$ cat src/rtl/msgint_pkg.sv
// Shared types for the vector table controller.
// Assumes entries are four 32-bit words; only the mask bit of the control word is kept.
package msgint_pkg;

    typedef enum logic {
        ST_IDLE  = 1'b0,
        ST_SWEEP = 1'b1
    } ctl_state_e;

    typedef struct packed {
        logic [31:0] addr_lo;
        logic [31:0] addr_hi;
        logic [31:0] data;
        logic        mask;
    } vec_entry_t;

    localparam logic [1:0] W_ADDR_LO = 2'd0;
    localparam logic [1:0] W_ADDR_HI = 2'd1;
    localparam logic [1:0] W_DATA    = 2'd2;
    localparam logic [1:0] W_CTRL    = 2'd3;

endpackage

$ cat src/rtl/msgint_entry_store.sv
// Register storage for the vector entries.
// One write port that writes a single word per cycle; all entries are readable in parallel.
// Assumes the caller has range-checked wr_vec. Reset leaves each entry zeroed with its mask set.
module msgint_entry_store
    import msgint_pkg::*;
#(
    parameter int N_VEC = 8,
    parameter int IDX_W = 3
) (
    input  logic             clk,
    input  logic             rst_n,
    input  logic             wr_en,
    input  logic [IDX_W-1:0] wr_vec,
    input  logic [1:0]       wr_word,
    input  logic [31:0]      wr_data,
    output vec_entry_t       ent [N_VEC]
);

    vec_entry_t ent_q [N_VEC];

    for (genvar v = 0; v < N_VEC; v++) begin : g_ent
        // Per-entry word update, masked after reset.
        always_ff @(posedge clk) begin
            if (!rst_n) begin
                ent_q[v] <= '{addr_lo: '0, addr_hi: '0, data: '0, mask: 1'b1};
            end else if (wr_en && wr_vec == IDX_W'(v)) begin
                case (wr_word)
                    W_ADDR_LO: ent_q[v].addr_lo <= wr_data;
                    W_ADDR_HI: ent_q[v].addr_hi <= wr_data;
                    W_DATA:    ent_q[v].data    <= wr_data;
                    default:   ent_q[v].mask    <= wr_data[0];
                endcase
            end
        end

        assign ent[v] = ent_q[v];

        AST_RST_MASKED: assert property (@(posedge clk) disable iff (!rst_n) !$past(rst_n) |-> (ent_q[v].mask && ent_q[v].data == '0 && ent_q[v].addr_lo == '0));
    end

endmodule

$ cat src/rtl/msgint_use_count.sv
// Per-vector use counters kept by device logic.
// An increment and a decrement in the same cycle cancel. Counters saturate at the top and stop at zero.
// drop flags the cycle in which a counter falls from one to zero.
module msgint_use_count #(
    parameter int N_VEC = 8,
    parameter int VEC_W = 4,
    parameter int CNT_W = 4
) (
    input  logic             clk,
    input  logic             rst_n,
    input  logic             inc,
    input  logic             dec,
    input  logic [VEC_W-1:0] vec,
    output logic             err,
    output logic [N_VEC-1:0] in_use,
    output logic [N_VEC-1:0] drop
);

    localparam logic [VEC_W-1:0] NV = VEC_W'(N_VEC);
    localparam logic [CNT_W-1:0] CNT_MAX = '1;
    localparam logic [CNT_W-1:0] CNT_ONE = CNT_W'(1);

    // Reject operations on vectors outside the table.
    assign err = (inc || dec) && (vec >= NV);

    for (genvar v = 0; v < N_VEC; v++) begin : g_cnt
        logic [CNT_W-1:0] cnt_q;
        logic             sel;

        assign sel       = (vec == VEC_W'(v)) && (inc != dec);
        assign in_use[v] = (cnt_q != '0);
        assign drop[v]   = sel && dec && (cnt_q == CNT_ONE);

        // Counter update with saturation at both ends.
        always_ff @(posedge clk) begin
            if (!rst_n) begin
                cnt_q <= '0;
            end else if (sel && inc && cnt_q != CNT_MAX) begin
                cnt_q <= cnt_q + CNT_ONE;
            end else if (sel && dec && cnt_q != '0) begin
                cnt_q <= cnt_q - CNT_ONE;
            end
        end

        AST_CNT_NO_WRAP: assert property (@(posedge clk) disable iff (!rst_n) (sel && inc && cnt_q == CNT_MAX) |=> (cnt_q == CNT_MAX));
    end

endmodule

$ cat src/rtl/msgint_out_stage.sv
// One-deep output register for outgoing messages with a valid/ready handshake.
// Assumes the caller loads only when free is high; a loaded message holds until taken.
module msgint_out_stage (
    input  logic        clk,
    input  logic        rst_n,
    input  logic        load,
    input  logic [63:0] ld_addr,
    input  logic [31:0] ld_data,
    output logic        free,
    output logic        msg_valid,
    output logic [63:0] msg_addr,
    output logic [31:0] msg_data,
    input  logic        msg_ready
);

    assign free = !msg_valid || msg_ready;

    // Hold, replace or drain the outgoing message.
    always_ff @(posedge clk) begin
        if (!rst_n) begin
            msg_valid <= 1'b0;
            msg_addr  <= '0;
            msg_data  <= '0;
        end else if (load) begin
            msg_valid <= 1'b1;
            msg_addr  <= ld_addr;
            msg_data  <= ld_data;
        end else if (msg_ready) begin
            msg_valid <= 1'b0;
        end
    end

    AST_MSG_HOLD: assert property (@(posedge clk) disable iff (!rst_n) (msg_valid && !msg_ready) |=> (msg_valid && $stable(msg_addr) && $stable(msg_data)));
    AST_NO_OVERWRITE: assert property (@(posedge clk) disable iff (!rst_n) load |-> free);

endmodule

$ cat src/rtl/msgint_vec_ctrl.sv
// Vector table controller for message-signalled interrupts.
// Holds the entries, the pending bits and the use counters, and decides whether to send, latch or drop each request.
// It replays pending vectors when a table write or a function-mask change unmasks them.
// Assumes 1 <= N_VEC <= 2048. One message at most is issued per cycle.
// The sweep, register accesses and notify requests are mutually exclusive.
module msgint_vec_ctrl
    import msgint_pkg::*;
#(
    parameter int N_VEC = 8,
    parameter int CNT_W = 4,
    localparam int IDX_W = (N_VEC > 1) ? $clog2(N_VEC) : 1,
    localparam int VEC_W = IDX_W + 1,
    localparam int ADDR_W = $clog2(N_VEC * 4)
) (
    input  logic              clk,
    input  logic              rst_n,
    input  logic              cap_enable,
    input  logic              cap_maskall,
    input  logic              reg_req,
    input  logic              reg_we,
    input  logic              reg_win,
    input  logic [ADDR_W-1:0] reg_addr,
    input  logic [31:0]       reg_wdata,
    output logic              reg_busy,
    output logic              reg_rvalid,
    output logic [31:0]       reg_rdata,
    input  logic              ntf_req,
    input  logic [VEC_W-1:0]  ntf_vec,
    output logic              ntf_ready,
    input  logic              use_inc,
    input  logic              use_dec,
    input  logic [VEC_W-1:0]  use_vec,
    output logic              use_err,
    output logic              msg_valid,
    input  logic              msg_ready,
    output logic [63:0]       msg_addr,
    output logic [31:0]       msg_data
);

    localparam int PBA_BITS  = ((N_VEC + 63) / 64) * 64;
    localparam int PBA_WORDS = PBA_BITS / 32;
    localparam int PW        = (PBA_WORDS > 1) ? $clog2(PBA_WORDS) : 1;
    localparam logic [ADDR_W:0] NV_A  = (ADDR_W + 1)'(N_VEC);
    localparam logic [ADDR_W:0] PBW_A = (ADDR_W + 1)'(PBA_WORDS);
    localparam logic [VEC_W-1:0] NV_V = VEC_W'(N_VEC);
    localparam logic [IDX_W-1:0] LAST = IDX_W'(N_VEC - 1);

    ctl_state_e          state_q;
    logic                fmask_q;
    logic                fmask_now;
    logic [IDX_W-1:0]    sweep_idx_q;
    logic [N_VEC-1:0]    pend_q, pend_d;
    logic [PBA_BITS-1:0] pba_flat;
    logic [N_VEC-1:0]    mask_vec;
    vec_entry_t          ent [N_VEC];
    logic [N_VEC-1:0]    in_use, drop;
    logic                out_free, out_load;
    logic [IDX_W-1:0]    emit_idx;

    // Function-level mask as the capability bits define it now.
    assign fmask_now = !cap_enable || cap_maskall;

    for (genvar v = 0; v < N_VEC; v++) begin : g_mask
        assign mask_vec[v] = ent[v].mask;
    end

    // ---------------- register port decode ----------------
    logic [ADDR_W-1:0] r_vec_full;
    logic [IDX_W-1:0]  r_vec;
    logic [1:0]        r_word;
    logic              r_vec_ok;
    logic              reg_acc, tbl_wr, tbl_unmask_pend, tbl_replay_clr, sweep_go;

    assign r_vec_full = reg_addr >> 2;
    assign r_vec      = r_vec_full[IDX_W-1:0];
    assign r_word     = reg_addr[1:0];
    assign r_vec_ok   = ({1'b0, r_vec_full} < NV_A);

    // A pending request that this write would unmask, before acceptance.
    assign tbl_unmask_pend = reg_req && reg_we && !reg_win && r_vec_ok && r_word == W_CTRL
                             && !reg_wdata[0] && !fmask_q && ent[r_vec].mask && pend_q[r_vec];
    assign sweep_go  = (state_q == ST_IDLE) && (fmask_now != fmask_q) && cap_enable;
    assign reg_busy  = (state_q != ST_IDLE) || sweep_go || (tbl_unmask_pend && in_use[r_vec] && !out_free);
    assign reg_acc   = reg_req && !reg_busy;
    assign tbl_wr    = reg_acc && reg_we && !reg_win && r_vec_ok;
    assign tbl_replay_clr = reg_acc && tbl_unmask_pend;

    // ---------------- notify path ----------------
    logic [IDX_W-1:0] ntf_idx;
    logic             ntf_acc, ntf_ok, ntf_masked, ntf_emit, ntf_pend;

    assign ntf_idx    = ntf_vec[IDX_W-1:0];
    assign ntf_ready  = (state_q == ST_IDLE) && !sweep_go && !reg_req && out_free;
    assign ntf_acc    = ntf_req && ntf_ready;
    assign ntf_ok     = (ntf_vec < NV_V) && in_use[ntf_idx];
    assign ntf_masked = fmask_q || ent[ntf_idx].mask;
    assign ntf_emit   = ntf_acc && ntf_ok && !ntf_masked;
    assign ntf_pend   = ntf_acc && ntf_ok && ntf_masked;

    // ---------------- sweep path ----------------
    logic sw_hit, sw_emit, sw_stall;

    assign sw_hit   = (state_q == ST_SWEEP) && !fmask_q && !ent[sweep_idx_q].mask && pend_q[sweep_idx_q];
    assign sw_emit  = sw_hit && in_use[sweep_idx_q];
    assign sw_stall = sw_emit && !out_free;

    // Sweep sequencer: one vector per cycle, waits while the output stage is full.
    always_ff @(posedge clk) begin
        if (!rst_n) begin
            state_q     <= ST_IDLE;
            fmask_q     <= 1'b1;
            sweep_idx_q <= '0;
        end else begin
            case (state_q)
                ST_IDLE: begin
                    if (fmask_now != fmask_q) begin
                        fmask_q <= fmask_now;
                        if (cap_enable) begin
                            state_q     <= ST_SWEEP;
                            sweep_idx_q <= '0;
                        end
                    end
                end
                default: begin
                    if (!sw_stall) begin
                        if (sweep_idx_q == LAST) state_q <= ST_IDLE;
                        else sweep_idx_q <= sweep_idx_q + 1'b1;
                    end
                end
            endcase
        end
    end

    // Pending bits: set by masked requests, cleared by replay or by the last release of a vector.
    always_comb begin
        pend_d = pend_q;
        if (ntf_pend) pend_d[ntf_idx] = 1'b1;
        if (sw_hit && !sw_stall) pend_d[sweep_idx_q] = 1'b0;
        if (tbl_replay_clr) pend_d[r_vec] = 1'b0;
        pend_d = pend_d & ~drop;
    end

    // Pending-bit register.
    always_ff @(posedge clk) begin
        if (!rst_n) pend_q <= '0;
        else        pend_q <= pend_d;
    end

    // Source selection for the single message slot.
    always_comb begin
        if (sw_emit)             emit_idx = sweep_idx_q;
        else if (tbl_replay_clr) emit_idx = r_vec;
        else                     emit_idx = ntf_idx;
    end

    assign out_load = (sw_emit && out_free) || (tbl_replay_clr && in_use[r_vec]) || ntf_emit;

    // ---------------- read data ----------------
    logic [31:0]   tbl_word, pba_word;
    logic [PW-1:0] pa;

    assign pba_flat = PBA_BITS'(pend_q);
    assign pa       = reg_addr[PW-1:0];

    // Word select within the vector table window.
    always_comb begin
        tbl_word = '0;
        if (r_vec_ok) begin
            case (r_word)
                W_ADDR_LO: tbl_word = ent[r_vec].addr_lo;
                W_ADDR_HI: tbl_word = ent[r_vec].addr_hi;
                W_DATA:    tbl_word = ent[r_vec].data;
                default:   tbl_word = {31'b0, ent[r_vec].mask};
            endcase
        end
    end

    // Word select within the pending-bit window.
    always_comb begin
        pba_word = '0;
        if ({1'b0, reg_addr} < PBW_A) pba_word = pba_flat[{pa, 5'b0} +: 32];
    end

    // Registered read return.
    always_ff @(posedge clk) begin
        if (!rst_n) begin
            reg_rvalid <= 1'b0;
            reg_rdata  <= '0;
        end else begin
            reg_rvalid <= reg_acc && !reg_we;
            if (reg_acc && !reg_we) reg_rdata <= reg_win ? pba_word : tbl_word;
        end
    end

    // ---------------- sub-blocks ----------------
    msgint_entry_store #(.N_VEC(N_VEC), .IDX_W(IDX_W)) u_store (
        .clk     (clk),
        .rst_n   (rst_n),
        .wr_en   (tbl_wr),
        .wr_vec  (r_vec),
        .wr_word (r_word),
        .wr_data (reg_wdata),
        .ent     (ent)
    );

    msgint_use_count #(.N_VEC(N_VEC), .VEC_W(VEC_W), .CNT_W(CNT_W)) u_use (
        .clk    (clk),
        .rst_n  (rst_n),
        .inc    (use_inc),
        .dec    (use_dec),
        .vec    (use_vec),
        .err    (use_err),
        .in_use (in_use),
        .drop   (drop)
    );

    msgint_out_stage u_out (
        .clk       (clk),
        .rst_n     (rst_n),
        .load      (out_load),
        .ld_addr   ({ent[emit_idx].addr_hi, ent[emit_idx].addr_lo}),
        .ld_data   (ent[emit_idx].data),
        .free      (out_free),
        .msg_valid (msg_valid),
        .msg_addr  (msg_addr),
        .msg_data  (msg_data),
        .msg_ready (msg_ready)
    );

    // ---------------- assertions ----------------
    AST_PEND_NEEDS_USE: assert property (@(posedge clk) disable iff (!rst_n) (pend_q & ~in_use) == '0);
    AST_IDLE_NO_STALE_PEND: assert property (@(posedge clk) disable iff (!rst_n) (state_q == ST_IDLE && !fmask_q) |-> ((pend_q & ~mask_vec) == '0));
    AST_SWEEP_EMIT_CLEARS: assert property (@(posedge clk) disable iff (!rst_n) (sw_emit && out_free) |=> (msg_valid && !pend_q[$past(sweep_idx_q)]));
    AST_MASKED_REQ_LATCHED: assert property (@(posedge clk) disable iff (!rst_n) ntf_pend |=> pend_q[$past(ntf_idx)] || $past(drop[ntf_idx]));

endmodule

$ cat config.mk
export PLATFORM = sky130hd
export DESIGN_NAME = msgint_vec_ctrl
export DESIGN_NICKNAME = d
export VERILOG_FILES = /design/src/rtl/msgint_pkg.sv /design/src/rtl/msgint_entry_store.sv /design/src/rtl/msgint_use_count.sv /design/src/rtl/msgint_out_stage.sv /design/src/rtl/msgint_vec_ctrl.sv
export SDC_FILE = /design/constraint.sdc
export NUM_CORES = 2
export LEC_CHECK = 0
export ABC_AREA = 0
export BUFFER_PORTS_ARGS = -buffer_cell sky130_fd_sc_hd__buf_2
export CAP_MARGIN = 20
export CORE_MARGIN = 2
export CORE_UTILIZATION = 50
export CTS_CLUSTER_SIZE = 10
export DETAILED_ROUTE_END_ITERATION = 16
export GPL_TIMING_DRIVEN = 0
export PLACE_DENSITY_LB_ADDON = 0.3
export SYNTH_ARGS = -nofsm -noshare
export SYNTH_HDL_FRONTEND = slang
export SYNTH_SLANG_ARGS = --single-unit
$ cat constraint.sdc
create_clock -name clk -period 6 [get_ports clk]
set_input_delay 0.6 -clock clk [delete_from_list [all_inputs] [get_ports clk]]
set_output_delay 0.6 -clock clk [all_outputs]
set_load 0.01 [all_outputs]
==> impl_metrics.ini <==
[route]
wl_met2_um = 86300
vias_per_cell = 6.98
wl_met3_um = 33300
topRoutingLayerUsed = met5
drc = 0
ant_nets = 0
drtIter0Drc = 7605
wire_per_inst_um = 37.3
num_vias = 39275
drt-total-wl_um = 210000
drt-met1-wl_um = 70300
drtPass1Iterations = 7

[clock_tree]
cts-root-buf = clkbuf_16
clk_latency_ps = 750
post_cts_buffers = 0
clk_pin_slew_ps = 60
cts_hold_buf = 0
htree_levels = 3
cts_resized = 0
clockBufferDepth = 3
cts_sinks = 951
cts_tree = built
tritoncts.num_buffers = 108

[placed_design]
hpwl_um = 148000
dp_slack_ps = 129
port_buffers = 182
place_area_sq_um = 52800
gp_congestion = 1.03

[setup_path]
arrival_ps = 5940
cp_slowest_stage_delay_ps = 1070
crit_path_end_kind = register
worst_setup_path_start_kind = register
crit_family = simple AND/OR/NAND/NOR gates
critical_path_peak_fanout = 10
crit_chain = inv_1, ha_1, nor3b_1, mux2_2, o311ai_2, o21ai_2, o21ai_1, nor3_2, nand3_1, nor2_1, clkbuf_1, and2_1
crit_buf_inv = 2
crit_type = register to register
required_ps = 6590
crit_slowest_cell = nor2_1

[yosys]
synth_cell_types = 72
synthArstFlopShare = 0
ys_seq_area_frac = 0.545
syn_nets = 3973
synth_warnings = 0
ys_ff_latch = 951
synth_edf_count = 776
syn_inst = 3890
synthFlopType = edfxtp_1
avgSynthCellArea_sq_um = 12.6
syn-cell-area_sq_um = 49200

[cells_and_area]
layout-drive-gt1-share = 0.160
final_cell_area_sq_um = 56200
nets = 4324
area.growth.synth_to_final_pct = 14.4

[sta]
relSlewSlack = 0.0967
final.setup_skew_ps = 36.1
finalSetupViolCount = 0
max_freq_mhz = 187
rsz0062_at_grt = no
worstMarginPinSlew_ps = 1350
hold_viol = 0
period_share = 0.893
period_needed_ps = 5360
drv_slew = 0
fin_ws_ps = 643

[power]
power.density_nw_per_um2 = 275
p_leak_nw = 20.9
power_frac_seq = 0.483
power.internal_mw = 11.3
switching_share = 0.267
vdd_drop_max_mv = 0.248
pwr-share-clk = 0.404
pwr-share-comb = 0.113
netSwitchingPower_mw = 4.13

[global_routing]
grt.overflow.total = 0
grt_pass1_vias = 37558
antenna_found_initial = 16
grt_usage = 0.409
grt_pass1_wl_um = 287000
grt_max_degree = 22

[flow_run]
maxCapViolCount = 0

[floorplanning]
coreArea_sq_um = 97800
fp.dieW_um = 318
fp-row-count = 115
start_util = 0.502
ios = 189
dieArea_sq_um = 101000
dieHeight_um = 318

[worst_hold_path]
hp-class = primary input to register

[outcome]
outcome = completed
==> synthesized netlist by cell type, types with 10 or more instances <==
cell type | n | share of area
nand4_1 | 12 | 0.0015
nor2b_1 | 27 | 0.0034
o221ai_1 | 39 | 0.0069
nand2b_1 | 15 | 0.0019
and2_1 | 783 | 0.10
nor3_1 | 14 | 0.0014
o22a_1 | 113 | 0.020
buf_2 | 36 | 0.0037
edfxtp_1 | 776 | 0.47
nor3b_1 | 14 | 0.0021
a221oi_1 | 43 | 0.0077
xnor2_1 | 10 | 0.0018
o22ai_1 | 25 | 0.0032
clkbuf_1 | 262 | 0.020
nand2_1 | 231 | 0.018
nor2_1 | 87 | 0.0066
and3_1 | 10 | 0.0013
a21oi_1 | 144 | 0.015
inv_1 | 25 | 0.0019
ha_1 | 27 | 0.0069
mux4_2 | 205 | 0.094
buf_6 | 20 | 0.0046
buf_4 | 23 | 0.0035
o221a_1 | 39 | 0.0089
a31oi_1 | 64 | 0.0081
o21ai_0 | 133 | 0.014
mux2i_1 | 362 | 0.074
buf_1 | 27 | 0.0021
dfxtp_1 | 175 | 0.071
nand3_1 | 32 | 0.0033
==> power by group through the flow <==
stage | clock network (mW) | logic [mW] | registers [mW]
2_1_floorplan | 0 | 0.863 | 7.57
3_3_place_gp | 0 | 1.52 | 7.63
3_5_place_dp | 0 | 1.62 | 7.59
4_1_cts | 6.18 | 1.63 | 7.45
5_1_grt | 6.43 | 1.73 | 7.48
6_report | 6.25 | 1.75 | 7.46
==> logic make-up after synthesis <==
family / after synthesis / share of synthesized area
AOI/OAI and AO/OA: 671 / 0.0961
xor gates and xnor gates: 15 / 0.00267
adders and majority gates: 27 / 0.00687
buffers and inverters: 393 / 0.0357
DFF: 951 / 0.545
muxes: 568 / 0.168
and+or+nand+nor: 1265 / 0.145
==> flip-flops by register name, indices dropped and copies added, names as in the netlist <==
register / cells
reg_rvalid: 1
u_store.ent_q: 776
state_q: 1
reg_rdata: 32
sweep_idx_q: 3
u_use.g_cnt.cnt_q: 32
u_out.msg_data: 32
u_out.msg_addr: 64
pend_q: 8
u_out.msg_valid: 1
fmask_q: 1
==> cell usage in the layout, fill, tap and decap left out, drive strengths merged, types with 27 or more instances in the layout <==
cell type	count
nand2	232
nor2	87
o221a	41
clkbuf	451
ha	27
and2	783
edfxtp	776
o22a	113
a31oi	64
o21ai	136
buf	347
nand3	32
dfxtp	175
nor2b	27
inv	29
mux2i	362
a221oi	43
o221ai	39
mux4	205
a21oi	144
==> routing by layer <==
| metal | up-vias | GRT usage |
|---|---|---|
| li1 | 15313 | - |
| met1 | 19130 | 0.496 |
| met2 | 3852 | 0.584 |
| met3 | 958 | 0.166 |
| met4 | 22 | 0.305 |
| met5 | - | 0.0151 |
==> per-stage QoR <==
stage	TNS (ps)	utilization	power (mW)	instances	hold slack, ps
3_5_place_dp	0	0.540	9.21	5406	438
5_1_grt	0	0.574	15.6	5616	246
3_3_place_gp	-2364970	0.528	9.15	5359	434
4_1_cts	0	0.572	15.3	5603	199
6_report	0	0.575	15.5	5625	214
2_1_floorplan	0	-	8.43	3890	483
==> layout make-up <==
class / instances / area [sq um]
clock buffer: 189 / 3060
timing repair buffer: 241 / 1980
antenna: 10 / 25.0
inverter: 25 / 93.8
sequential: 951 / 26800
tap: 1287 / 1610
fill: 8009 / 41600
multi-input combinational: 2546 / 20900
buffer: 368 / 1660
clock inverter: 8 / 114
==> worst paths after layout <==
kind	start	endpoint	slack, ps	cells after the start
min reg2reg	reg_rdata[18]$_SDFFE_PN0P_	reg_rdata[18]$_SDFFE_PN0P_	460	2
min	cap_maskall	fmask_q$_SDFFE_PN1N_	210	3
max reg2reg	u_use.g_cnt[3].cnt_q[0]$_SDFFE_PN0P_	u_store.ent_q[1][322]$_SDFFCE_PN0P_	640	12
max	u_use.g_cnt[3].cnt_q[0]$_SDFFE_PN0P_	u_store.ent_q[1][322]$_SDFFCE_PN0P_	640	12
==> worst min-delay path, stage by stage <==
cell	delay [ps]
buf_2	100
nor3b_1	40
o21ai_0	140
(Power assumes the default switching activity.)
